File: config.mk
export PLATFORM = sky130hd
export DESIGN_NAME = i2c_strap_target
export DESIGN_NICKNAME = d
export VERILOG_FILES = /design/src/rtl/i2c_tgt_pkg.sv /design/src/rtl/i2c_tgt_sync.sv /design/src/rtl/i2c_tgt_strap.sv /design/src/rtl/i2c_tgt_engine.sv /design/src/rtl/i2c_strap_target.sv
export SDC_FILE = /design/constraint.sdc
export NUM_CORES = 1
export LEC_CHECK = 0
export CAP_MARGIN = 20
export CORE_ASPECT_RATIO = 1.25
export CORE_MARGIN = 8
export CORE_UTILIZATION = 43
export DETAILED_ROUTE_END_ITERATION = 10
export GPL_TIMING_DRIVEN = 0
export MAX_ROUTING_LAYER = met4
export PLACE_DENSITY = 0.64
export SLEW_MARGIN = 10
export SYNTH_ARGS = -nofsm -noshare
export SYNTH_HDL_FRONTEND = slang
export SYNTH_SLANG_ARGS = --single-unit
File: constraint.sdc
create_clock -name clk -period 2.7 [get_ports clk]
set_input_delay 0.27 -clock clk [delete_from_list [all_inputs] [get_ports clk]]
set_output_delay 0.27 -clock clk [all_outputs]
set_load 0.1 [all_outputs]
File: src/rtl/i2c_tgt_pkg.sv
package i2c_tgt_pkg;

  localparam int BYTE_BITS = 8;

  typedef struct packed {
    logic sda;
    logic scl_rise;
    logic scl_fall;
    logic start;
    logic stop;
  } bus_evt_t;

  typedef enum logic [2:0] {
    ST_IDLE,
    ST_ADDR,
    ST_ADDR_ACK,
    ST_WR_BYTE,
    ST_WR_ACK,
    ST_RD_BYTE,
    ST_RD_ACK
  } tgt_state_e;

  // Address chosen by the latched strap level.
  function automatic logic [6:0] strap_addr(input logic [6:0] lo_addr,
                                            input logic [6:0] hi_addr,
                                            input logic       sel);
    return sel ? hi_addr : lo_addr;
  endfunction

  // Header byte matches own 7-bit address (upper seven bits).
  function automatic logic header_hit(input logic [7:0] hdr, input logic [6:0] own);
    return hdr[7:1] == own;
  endfunction

  // MSB-first shift of one received bit.
  function automatic logic [7:0] shift_in(input logic [7:0] cur, input logic b);
    return {cur[6:0], b};
  endfunction

endpackage

File: src/rtl/i2c_tgt_sync.sv
module i2c_tgt_sync
  import i2c_tgt_pkg::*;
#(
  parameter int STAGES = 2
) (
  input  logic     clk,
  input  logic     rst_n,
  input  logic     scl_i,
  input  logic     sda_i,
  output bus_evt_t evt
);

  localparam int DEPTH = STAGES + 1;
  localparam int NOW   = STAGES - 1;
  localparam int PREV  = STAGES;

  logic [DEPTH-1:0] scl_pipe;
  logic [DEPTH-1:0] sda_pipe;

  // Bus idles high, so the pipes reset to ones.
  always_ff @(posedge clk or negedge rst_n) begin
    if (!rst_n) begin
      scl_pipe <= '1;
      sda_pipe <= '1;
    end else begin
      scl_pipe <= {scl_pipe[DEPTH-2:0], scl_i};
      sda_pipe <= {sda_pipe[DEPTH-2:0], sda_i};
    end
  end

  logic scl_now, scl_prev, sda_now, sda_prev;
  assign scl_now  = scl_pipe[NOW];
  assign scl_prev = scl_pipe[PREV];
  assign sda_now  = sda_pipe[NOW];
  assign sda_prev = sda_pipe[PREV];

  assign evt.sda      = sda_now;
  assign evt.scl_rise = scl_now & ~scl_prev;
  assign evt.scl_fall = ~scl_now & scl_prev;
  assign evt.start    = scl_now & scl_prev & sda_prev & ~sda_now;
  assign evt.stop     = scl_now & scl_prev & ~sda_prev & sda_now;

endmodule

File: src/rtl/i2c_tgt_strap.sv
module i2c_tgt_strap #(
  parameter int SAMPLES = 4
) (
  input  logic clk,
  input  logic rst_n,
  input  logic strap_i,
  output logic locked,
  output logic strap_sel
);

  localparam int CW = $clog2(SAMPLES + 1);

  logic [CW-1:0] agree_cnt;
  logic          sample_q;

  always_ff @(posedge clk or negedge rst_n) begin
    if (!rst_n) begin
      agree_cnt <= '0;
      sample_q  <= 1'b0;
      locked    <= 1'b0;
      strap_sel <= 1'b0;
    end else if (!locked) begin
      if (agree_cnt == '0 || strap_i != sample_q) begin
        sample_q  <= strap_i;
        agree_cnt <= CW'(1);
      end else if (agree_cnt == CW'(SAMPLES - 1)) begin
        locked    <= 1'b1;
        strap_sel <= sample_q;
      end else begin
        agree_cnt <= agree_cnt + CW'(1);
      end
    end
  end

endmodule

File: src/rtl/i2c_tgt_engine.sv
module i2c_tgt_engine
  import i2c_tgt_pkg::*;
#(
  parameter int AW = 8
) (
  input  logic          clk,
  input  logic          rst_n,
  input  logic          en,
  input  bus_evt_t      evt,
  input  logic [6:0]    own_addr,
  output logic          sda_oe,
  output logic          reg_wr,
  output logic          reg_rd,
  output logic [AW-1:0] reg_addr,
  output logic [7:0]    reg_wdata,
  input  logic [7:0]    reg_rdata,
  output logic          in_addr
);

  localparam int BCW = $clog2(BYTE_BITS + 1);
  localparam logic [BCW-1:0] LAST_BIT = BCW'(BYTE_BITS);

  tgt_state_e    state_q;
  logic [BCW-1:0] bitcnt_q;
  logic [7:0]    shreg_q;
  logic [7:0]    tx_q;
  logic [AW-1:0] ptr_q;
  logic          first_q;
  logic          rw_q;
  logic          mack_q;
  logic          oe_q;

  logic byte_done;
  assign byte_done = evt.scl_fall && bitcnt_q == LAST_BIT;

  assign reg_wr = en && state_q == ST_WR_BYTE && byte_done && !first_q;
  assign reg_rd = en && evt.scl_fall &&
                  ((state_q == ST_ADDR_ACK && rw_q) || (state_q == ST_RD_ACK && mack_q));
  assign reg_addr  = ptr_q;
  assign reg_wdata = shreg_q;
  assign sda_oe    = oe_q;
  assign in_addr   = state_q == ST_ADDR;

  always_ff @(posedge clk or negedge rst_n) begin
    if (!rst_n) begin
      state_q  <= ST_IDLE;
      bitcnt_q <= '0;
      shreg_q  <= '0;
      tx_q     <= '0;
      ptr_q    <= '0;
      first_q  <= 1'b0;
      rw_q     <= 1'b0;
      mack_q   <= 1'b0;
      oe_q     <= 1'b0;
    end else if (!en) begin
      state_q <= ST_IDLE;
      oe_q    <= 1'b0;
    end else if (evt.start) begin
      state_q  <= ST_ADDR;
      bitcnt_q <= '0;
      first_q  <= 1'b1;
      oe_q     <= 1'b0;
    end else if (evt.stop) begin
      state_q <= ST_IDLE;
      oe_q    <= 1'b0;
    end else begin
      unique case (state_q)
        ST_IDLE: oe_q <= 1'b0;

        ST_ADDR: begin
          if (evt.scl_rise) begin
            shreg_q  <= shift_in(shreg_q, evt.sda);
            bitcnt_q <= bitcnt_q + BCW'(1);
          end else if (byte_done) begin
            if (header_hit(shreg_q, own_addr)) begin
              rw_q    <= shreg_q[0];
              oe_q    <= 1'b1;
              state_q <= ST_ADDR_ACK;
            end else begin
              state_q <= ST_IDLE;
            end
          end
        end

        ST_ADDR_ACK: begin
          if (evt.scl_fall) begin
            bitcnt_q <= '0;
            if (rw_q) begin
              tx_q    <= reg_rdata;
              oe_q    <= ~reg_rdata[7];
              ptr_q   <= ptr_q + AW'(1);
              state_q <= ST_RD_BYTE;
            end else begin
              oe_q    <= 1'b0;
              state_q <= ST_WR_BYTE;
            end
          end
        end

        ST_WR_BYTE: begin
          if (evt.scl_rise) begin
            shreg_q  <= shift_in(shreg_q, evt.sda);
            bitcnt_q <= bitcnt_q + BCW'(1);
          end else if (byte_done) begin
            oe_q    <= 1'b1;
            state_q <= ST_WR_ACK;
            first_q <= 1'b0;
            if (first_q) ptr_q <= AW'(shreg_q);
            else         ptr_q <= ptr_q + AW'(1);
          end
        end

        ST_WR_ACK: begin
          if (evt.scl_fall) begin
            oe_q     <= 1'b0;
            bitcnt_q <= '0;
            state_q  <= ST_WR_BYTE;
          end
        end

        ST_RD_BYTE: begin
          if (evt.scl_rise) begin
            bitcnt_q <= bitcnt_q + BCW'(1);
          end else if (byte_done) begin
            oe_q    <= 1'b0;
            state_q <= ST_RD_ACK;
          end else if (evt.scl_fall) begin
            tx_q <= {tx_q[6:0], 1'b0};
            oe_q <= ~tx_q[6];
          end
        end

        ST_RD_ACK: begin
          if (evt.scl_rise) begin
            mack_q <= ~evt.sda;
          end else if (evt.scl_fall) begin
            if (mack_q) begin
              bitcnt_q <= '0;
              tx_q     <= reg_rdata;
              oe_q     <= ~reg_rdata[7];
              ptr_q    <= ptr_q + AW'(1);
              state_q  <= ST_RD_BYTE;
            end else begin
              oe_q    <= 1'b0;
              state_q <= ST_IDLE;
            end
          end
        end

        default: state_q <= ST_IDLE;
      endcase
    end
  end

endmodule

File: src/rtl/i2c_strap_target.sv
module i2c_strap_target
  import i2c_tgt_pkg::*;
#(
  parameter int         SYNC_STAGES  = 2,
  parameter int         STRAP_AGREE  = 4,
  parameter int         AW           = 8,
  parameter logic [6:0] ADDR_STRAP_LO = 7'h1A,
  parameter logic [6:0] ADDR_STRAP_HI = 7'h1B
) (
  input  logic          clk,
  input  logic          rst_n,
  input  logic          strap_i,
  input  logic          boot_busy_i,
  input  logic          scl_i,
  input  logic          sda_i,
  output logic          sda_oe_o,
  output logic          reg_wr_o,
  output logic          reg_rd_o,
  output logic [AW-1:0] reg_addr_o,
  output logic [7:0]    reg_wdata_o,
  input  logic [7:0]    reg_rdata_i
);

  bus_evt_t   evt;
  logic       addr_locked;
  logic       strap_sel;
  logic [6:0] own_addr;
  logic       tgt_en;
  logic       hdr_phase;
  logic       start_evt;
  logic       stop_evt;

  i2c_tgt_sync #(.STAGES(SYNC_STAGES)) sync_i (
    .clk   (clk),
    .rst_n (rst_n),
    .scl_i (scl_i),
    .sda_i (sda_i),
    .evt   (evt)
  );

  i2c_tgt_strap #(.SAMPLES(STRAP_AGREE)) strap_i0 (
    .clk       (clk),
    .rst_n     (rst_n),
    .strap_i   (strap_i),
    .locked    (addr_locked),
    .strap_sel (strap_sel)
  );

  assign own_addr  = strap_addr(ADDR_STRAP_LO, ADDR_STRAP_HI, strap_sel);
  assign tgt_en    = addr_locked & ~boot_busy_i;
  assign start_evt = evt.start;
  assign stop_evt  = evt.stop;

  i2c_tgt_engine #(.AW(AW)) eng_i (
    .clk       (clk),
    .rst_n     (rst_n),
    .en        (tgt_en),
    .evt       (evt),
    .own_addr  (own_addr),
    .sda_oe    (sda_oe_o),
    .reg_wr    (reg_wr_o),
    .reg_rd    (reg_rd_o),
    .reg_addr  (reg_addr_o),
    .reg_wdata (reg_wdata_o),
    .reg_rdata (reg_rdata_i),
    .in_addr   (hdr_phase)
  );

endmodule

==> run_results.csv, run 1 <==
group,metric,value,unit
logic_synthesis,synth_seq_area_share,44.84,%
grt,track_usage,14.82,%
power,power,1618,uW
finish,final_nets,320,
sta,relSlewSlack,33.80,%
cts,cts_sinks,46,
logic_synthesis,yosys.area.top_type_share,38.74,%
sta,min_period,2.562,ns
placement,io_buffers,32,
route,viasPerCell,5.673,
critical_path,worstPathRequired,2.43,ns
finish,area_delta_synth_final,21.26,%
cts,clk_latency,0.30,ns
sta,max_freq,390.4,MHz
logic_synthesis,netlist_instances,259,
power,p_leak,0.001365,uW
logic_synthesis,synth.avg_cell_area,9.976,um2
sta,worst_slew_pin_slew,0.9900,ns
critical_path,critPathArrivalTime,2.29,ns
route,drt_first_pass_iters,4,
logic_synthesis,yosysWarnings,0,
logic_synthesis,synth_commonest_cells,"40 x dfrtp_1, 26 x nand2_1, 20 x o21ai_0, 15 x a21oi_1, 12 x mux2_2",
die,pin_count,33,
logic_synthesis,synth_top_area_cell,"dfrtp_1",
grt,gr-total-overflow,0,
critical_path,worst_setup_path_end_kind,"output pin",
sta,timing.final.crit_share,94.87,%
cts,cts-root-buf,"clkbuf_8",
die,fp.dieArea,8760,um2
die,die_height,102.7,um
cts,cts_tree,"yes",
finish,drive_above_1_share,17.61,%
sta,final.setup.tns,0,ns
run,drv_cap,0,
placement,dp.final_hpwl,4431,um
die,die_w,85.33,um
route,drt_iter0_markers,113,
finish,n_fill_cell,547,
logic_synthesis,ys_top_cells_by_area,"dfrtp_1 39%, dfstp_2 6.1%, mux2_2 5.2%",
route,detail-route-antenna-nets,0,
placement,routabilityCongestion,0.8704,
grt,grt_pass1_vias,2107,
route,wire_per_inst,15.89,um
grt,grt_max_degree,34,
grt,grt_pass1_wl,10150,um
power,vdd_drop_max,0.0004735,V
power,cellPowerDensity,516.5,nW/um2
route,drc_errors,0,
outcome,status,"complete, no violations",
sta,slew_viol_final,0,
critical_path,path_class,"reg2out",
hold_path,hold_path.class,"reg2reg",
die,core_region_area,5818,um2
die,initial_core_util,44.41,%
logic_synthesis,synth-edff-count,0,
logic_synthesis,syn_area,2584,um2
cts,htree_levels,2,
critical_path,worstPathMaxFanout,7,
route,routed_wirelength,5831,um
die,rows,31,
placement,dp_slack,-0.2190,ns
cts,cts_buffers,5,
logic_synthesis,ys_types,61,
grt,antenna_found_initial,0,
sta,final-hold-violation-count,0,
cts,clkSlewWorstSetupHoldPaths,0.09,ns
sta,finClkSkew,0.004290,ns
finish,num_antenna_cells,0,
sta,setup_viol,0,
critical_path,startpoint_type,"flip-flop",
logic_synthesis,synth.most_common_cell,"dfrtp_1",
finish,fin_util,53.85,%
finish,design_area,3133,um2
logic_synthesis,ys_ff_latch,46,
sta,rsz0062_at_grt,"no",
logic_synthesis,async_flop_share,100.0,%
hold_path,hold_path_depth,0,
sta,setup_slack,0.1385,ns
logic_synthesis,synth_ff_type,"dfrtp_1",
placement,placedInstanceArea,3017,um2
logic_synthesis,syn_nets,279,
route,num_vias,2082,
critical_path,rr_worst_depth,7,
cts,clockBufferDepth,2,
-- per-stage QoR --
step                cells  hold WS, ns
finish                367       0.3595
global route          367       0.3599
CTS                   367       0.3602
detailed placement    358       0.2141
global placement      357       0.3461
floorplan             259     -0.02559
-- worst paths after layout --
| kind | startpoint | to | slack (ns) |
|---|---|---|---|
| worst max-delay path | eng_i.bitcnt_q[0] | reg_wr_o | 0.14 |
| worst min-delay path | sync_i.sda_pipe[0] | sync_i.sda_pipe[1] | 0.36 |
| worst max register to register | eng_i.bitcnt_q[0] | eng_i.state_q[2] | 0.51 |
| worst min register to register | sync_i.sda_pipe[0] | sync_i.sda_pipe[1] | 0.36 |
| max in group asynchronous | rst_n | sync_i.sda_pipe[0] | 1.74 |
| min in group asynchronous | rst_n | eng_i.tx_q[4] | 0.41 |
-- cell families (layout without fill, tap and decap cells) --
group | count (synthesis) | in the layout | share of synthesized area (%)
AND/OR/NAND/NOR | 94 | 94 | 20.78
AO/OA/AOI/OAI | 67 | 67 | 16.71
flip-flops | 46 | 46 | 44.84
multiplexers | 23 | 23 | 9.782
buffers and inverters | 19 | 61 | 3.632
adder cells (fa/ha/maj) | 6 | 6 | 2.905
XOR/XNOR | 4 | 4 | 1.356
-- layout by cell type, fill, tap and decap left out, types with 7 or more instances in the layout --
cell type | Yosys | final
dfrtp_1 | 40 | 40
nand2_1 | 26 | 26
nor2_1 | 7 | 7
o21ai_0 | 20 | 20
nand3_1 | 9 | 9
clkdlybuf4s50_1 | 0 | 29
mux2i_1 | 8 | 8
inv_1 | 9 | 9
a21oi_1 | 15 | 15
mux2_2 | 12 | 12
-- registers in the layout, indices dropped and copies added, names as in the netlist --
signal	count
eng_i.reg_addr	8
eng_i.mack_q	1
strap_i0.sample_q	1
eng_i.bitcnt_q	4
eng_i.first_q	1
sync_i.scl_pipe	3
eng_i.reg_wdata	8
eng_i.sda_oe	1
sync_i.sda_pipe	3
strap_i0.locked	1
eng_i.state_q	3
strap_i0.strap_sel	1
eng_i.rw_q	1
strap_i0.agree_cnt	3
eng_i.tx_q	7
-- area by class of cell --
cell class / instances / area [um2] / area share (%)
Clock buffer: 6 / 72.57 / 2.316
Buffer: 10 / 60.06 / 1.917
Tap cell: 66 / 82.58 / 2.636
Timing Repair Buffer: 34 / 341.6 / 10.90
Sequential cell: 46 / 1159 / 36.98
Clock inverter: 2 / 37.54 / 1.198
Multi-Input combinational cell: 194 / 1346 / 42.97
Inverter: 9 / 33.78 / 1.078
-- critical path, stage by stage (launching register included) --
cell and delay, ns:
dfrtp_1 0.42, inv_1 0.09, ha_1 0.21, nand3b_4 0.13, or2_2 0.35, nor4b_4 0.22, clkdlybuf4s15_2 0.59
-- power by group --
part,internal (uW),switching [uW],total (uW)
sequential,746,50.9,797
clock,276,239,515
combinational,123,183,306
total,1150,473,1620
-- routing by layer --
metal | vias to the layer above | GRT usage (%) | wire length (um)
li1 | 1025 | - | -
met1 | 1006 | 17.74 | 2655
met2 | 43 | 24.34 | 2859
met3 | 8 | 2.951 | 219
met4 | 0 | 5.405 | 97
met5 | - | - | 0
-- repair_timing --
item / 4_1_cts / 5_1_grt
resized for setup: 4 / 2
setup buffers: 0 / 0
endpoints found under the setup margin: 2 / 1
hold buffers: 1 / 0
endpoints found under the hold margin: 13 / 0
(Power assumes the default switching activity.)
==> inputs of run 2 (changes only) <==
Settings changed: CTS_CLUSTER_DIAMETER set to 30.
==> results of run 2 <==
No change in the layout: final DEF, timing and power equal those of run 1.
==> inputs of run 3 (changes only) <==
Settings changed: GPL_ROUTABILITY_DRIVEN set to 0.
Clock period 2.7 ns to 3.21 ns, I/O delays scaled along.
==> run_results.csv, run 3 (same netlist as run 1, synthesis figures left out) <==
group,metric,value,unit
sta,worst_slew_pin_slew,0.9811,ns
die,fp.dieArea,8760,um2
grt,antenna_found_initial,0,
die,rows,31,
finish,final_nets,320,
route,routed_wirelength,5740,um
hold_path,hold_end,"sync_i.sda_pipe[1]",
run,drv_cap,0,
route,wire_per_inst,15.64,um
critical_path,r2r_end,"eng_i.state_q[2]",
sta,setup_slack,0.2403,ns
critical_path,worstPathRequired,2.89,ns
placement,io_buffers,32,
critical_path,critPathMostFrequentCell,"clkdlybuf4s50_1",
sta,final.setup.tns,0,ns
route,drc_errors,0,
sta,slew_viol_final,0,
power,vdd_drop_max,0.0003026,V
critical_path,worstPathMaxFanout,6,
die,initial_core_util,44.41,%
power,p_leak,0.001356,uW
grt,track_usage,14.42,%
critical_path,cp_slowest_cell,"clkdlybuf4s50_1",
finish,fin_util,53.48,%
sta,final-hold-violation-count,0,
sta,timing.final.crit_share,92.51,%
grt,gr-total-overflow,0,
critical_path,crit_chain,"clkdlybuf4s50_1 -> nand2b_1 -> or2_2 -> nor2_1 -> clkdlybuf4s50_1",
sta,relSlewSlack,34.39,%
cts,htree_levels,2,
sta,max_freq,336.7,MHz
finish,multi_input_area,1338,um2
die,pin_count,33,
cts,cts-root-buf,"clkbuf_8",
finish,drive_above_1_share,17.28,%
finish,register_area,1159,um2
finish,n_fill_cell,531,
finish,area_delta_synth_final,20.44,%
route,viasPerCell,5.738,
route,drt_iter0_markers,150,
cts,cts_tree,"yes",
route,detail-route-antenna-nets,0,
route,num_vias,2106,
critical_path,reg2reg_slack,1.01,ns
sta,finClkSkew,0.01200,ns
grt,grt_max_degree,35,
grt,grt_pass1_vias,2092,
cts,cts_sinks,46,
die,die_height,102.7,um
critical_path,worst_setup_path_end_kind,"output pin",
cts,clk_latency,0.31,ns
sta,min_period,2.970,ns
grt,grt_pass1_wl,9839,um
critical_path,r2r_start,"sync_i.scl_pipe[1]",
route,drt_first_pass_iters,4,
critical_path,rr_worst_depth,5,
critical_path,max_stage_delay,1.15,ns
cts,cts_buffers,5,
placement,dp.final_hpwl,4302,um
power,cellPowerDensity,414.7,nW/um2
outcome,status,"complete, no violations",
sta,setup_viol,0,
critical_path,critPathArrivalTime,2.65,ns
finish,final_cell_mix,"40 x dfrtp_1, 30 x clkdlybuf4s50_1, 26 x nand2_1, 20 x o21ai_0, 15 x a21oi_1",
critical_path,startpoint_type,"primary input",
hold_path,min_from,"sync_i.sda_pipe[0]",
die,die_w,85.33,um
finish,layout_commonest_cell,"dfrtp_1",
cts,clkSlewWorstSetupHoldPaths,0.08,ns
critical_path,path_class,"in2out",
finish,num_antenna_cells,0,
cts,clockBufferDepth,2,
placement,dp_slack,0.2268,ns
sta,rsz0062_at_grt,"no",
hold_path,hold_path.class,"reg2reg",
hold_path,hold_path_depth,0,
die,core_region_area,5818,um2
[run 3: repair_timing]
item                                    in CTS  in global routing
hold buffers                                 1                  0
hold endpoints to repair                    12                  0
buffers inserted                             0                  0
gates resized for setup                      1                  0
endpoints found under the setup margin       1                  0
[run 3: layout make-up]
cell class                 instances  share of cell area [%]
clock buffer                       6                   2.654
tap                               66                   2.654
clock inverter                     2                  0.4021
inverter                           9                   1.086
timing repair buffer              34                   11.06
buffer                            10                   1.930
multi-input combinational        194                   42.98
sequential                        46                   37.23
[run 3: worst max-delay path, delay by kind of cell]
kind / cells / cell delay [ns]
buffers and inverters: 2 / 1.56
and+or+nand+nor: 3 / 0.77
[run 3: per-layer routing]
metal  wire length, um  up-vias  track usage, %
met2              2712       50           22.95
met1              2703     1018           17.50
met4               108        0           5.946
met5                 0        -               -
met3               215       11           3.030
li1                  -     1027               -
[run 3: per-stage QoR]
stage	cell area (um2)	instances	power (uW)	hold WS, ns
after floorplan	2590	259	850.8	0.02541
after global placement	2993	357	926.4	0.3458
after detailed placement	3008	358	933.7	0.2544
after CTS	3112	367	1312	0.3590
after global routing	3112	367	1367	0.3621
final	3112	367	1291	0.3547
[run 3: power breakdown]
group,switching [uW],internal (uW),total (uW)
Sequential,39.4,628,667
Combinational,148,103,251
Clock,199,173,372
Total,387,904,1290
[run 3: worst max-delay path by stage]
| stage | start | endpoint | slack [ns] |
|---|---|---|---|
| 2_1_floorplan | eng_i.bitcnt_q[0] | reg_wr_o | 0.13 |
| 3_3_place_gp | boot_busy_i | reg_rd_o | 0.23 |
| 3_5_place_dp | boot_busy_i | reg_rd_o | 0.23 |
| 4_1_cts | boot_busy_i | reg_rd_o | 0.23 |
| 5_1_grt | boot_busy_i | reg_rd_o | 0.11 |
| 6_report | boot_busy_i | reg_rd_o | 0.24 |
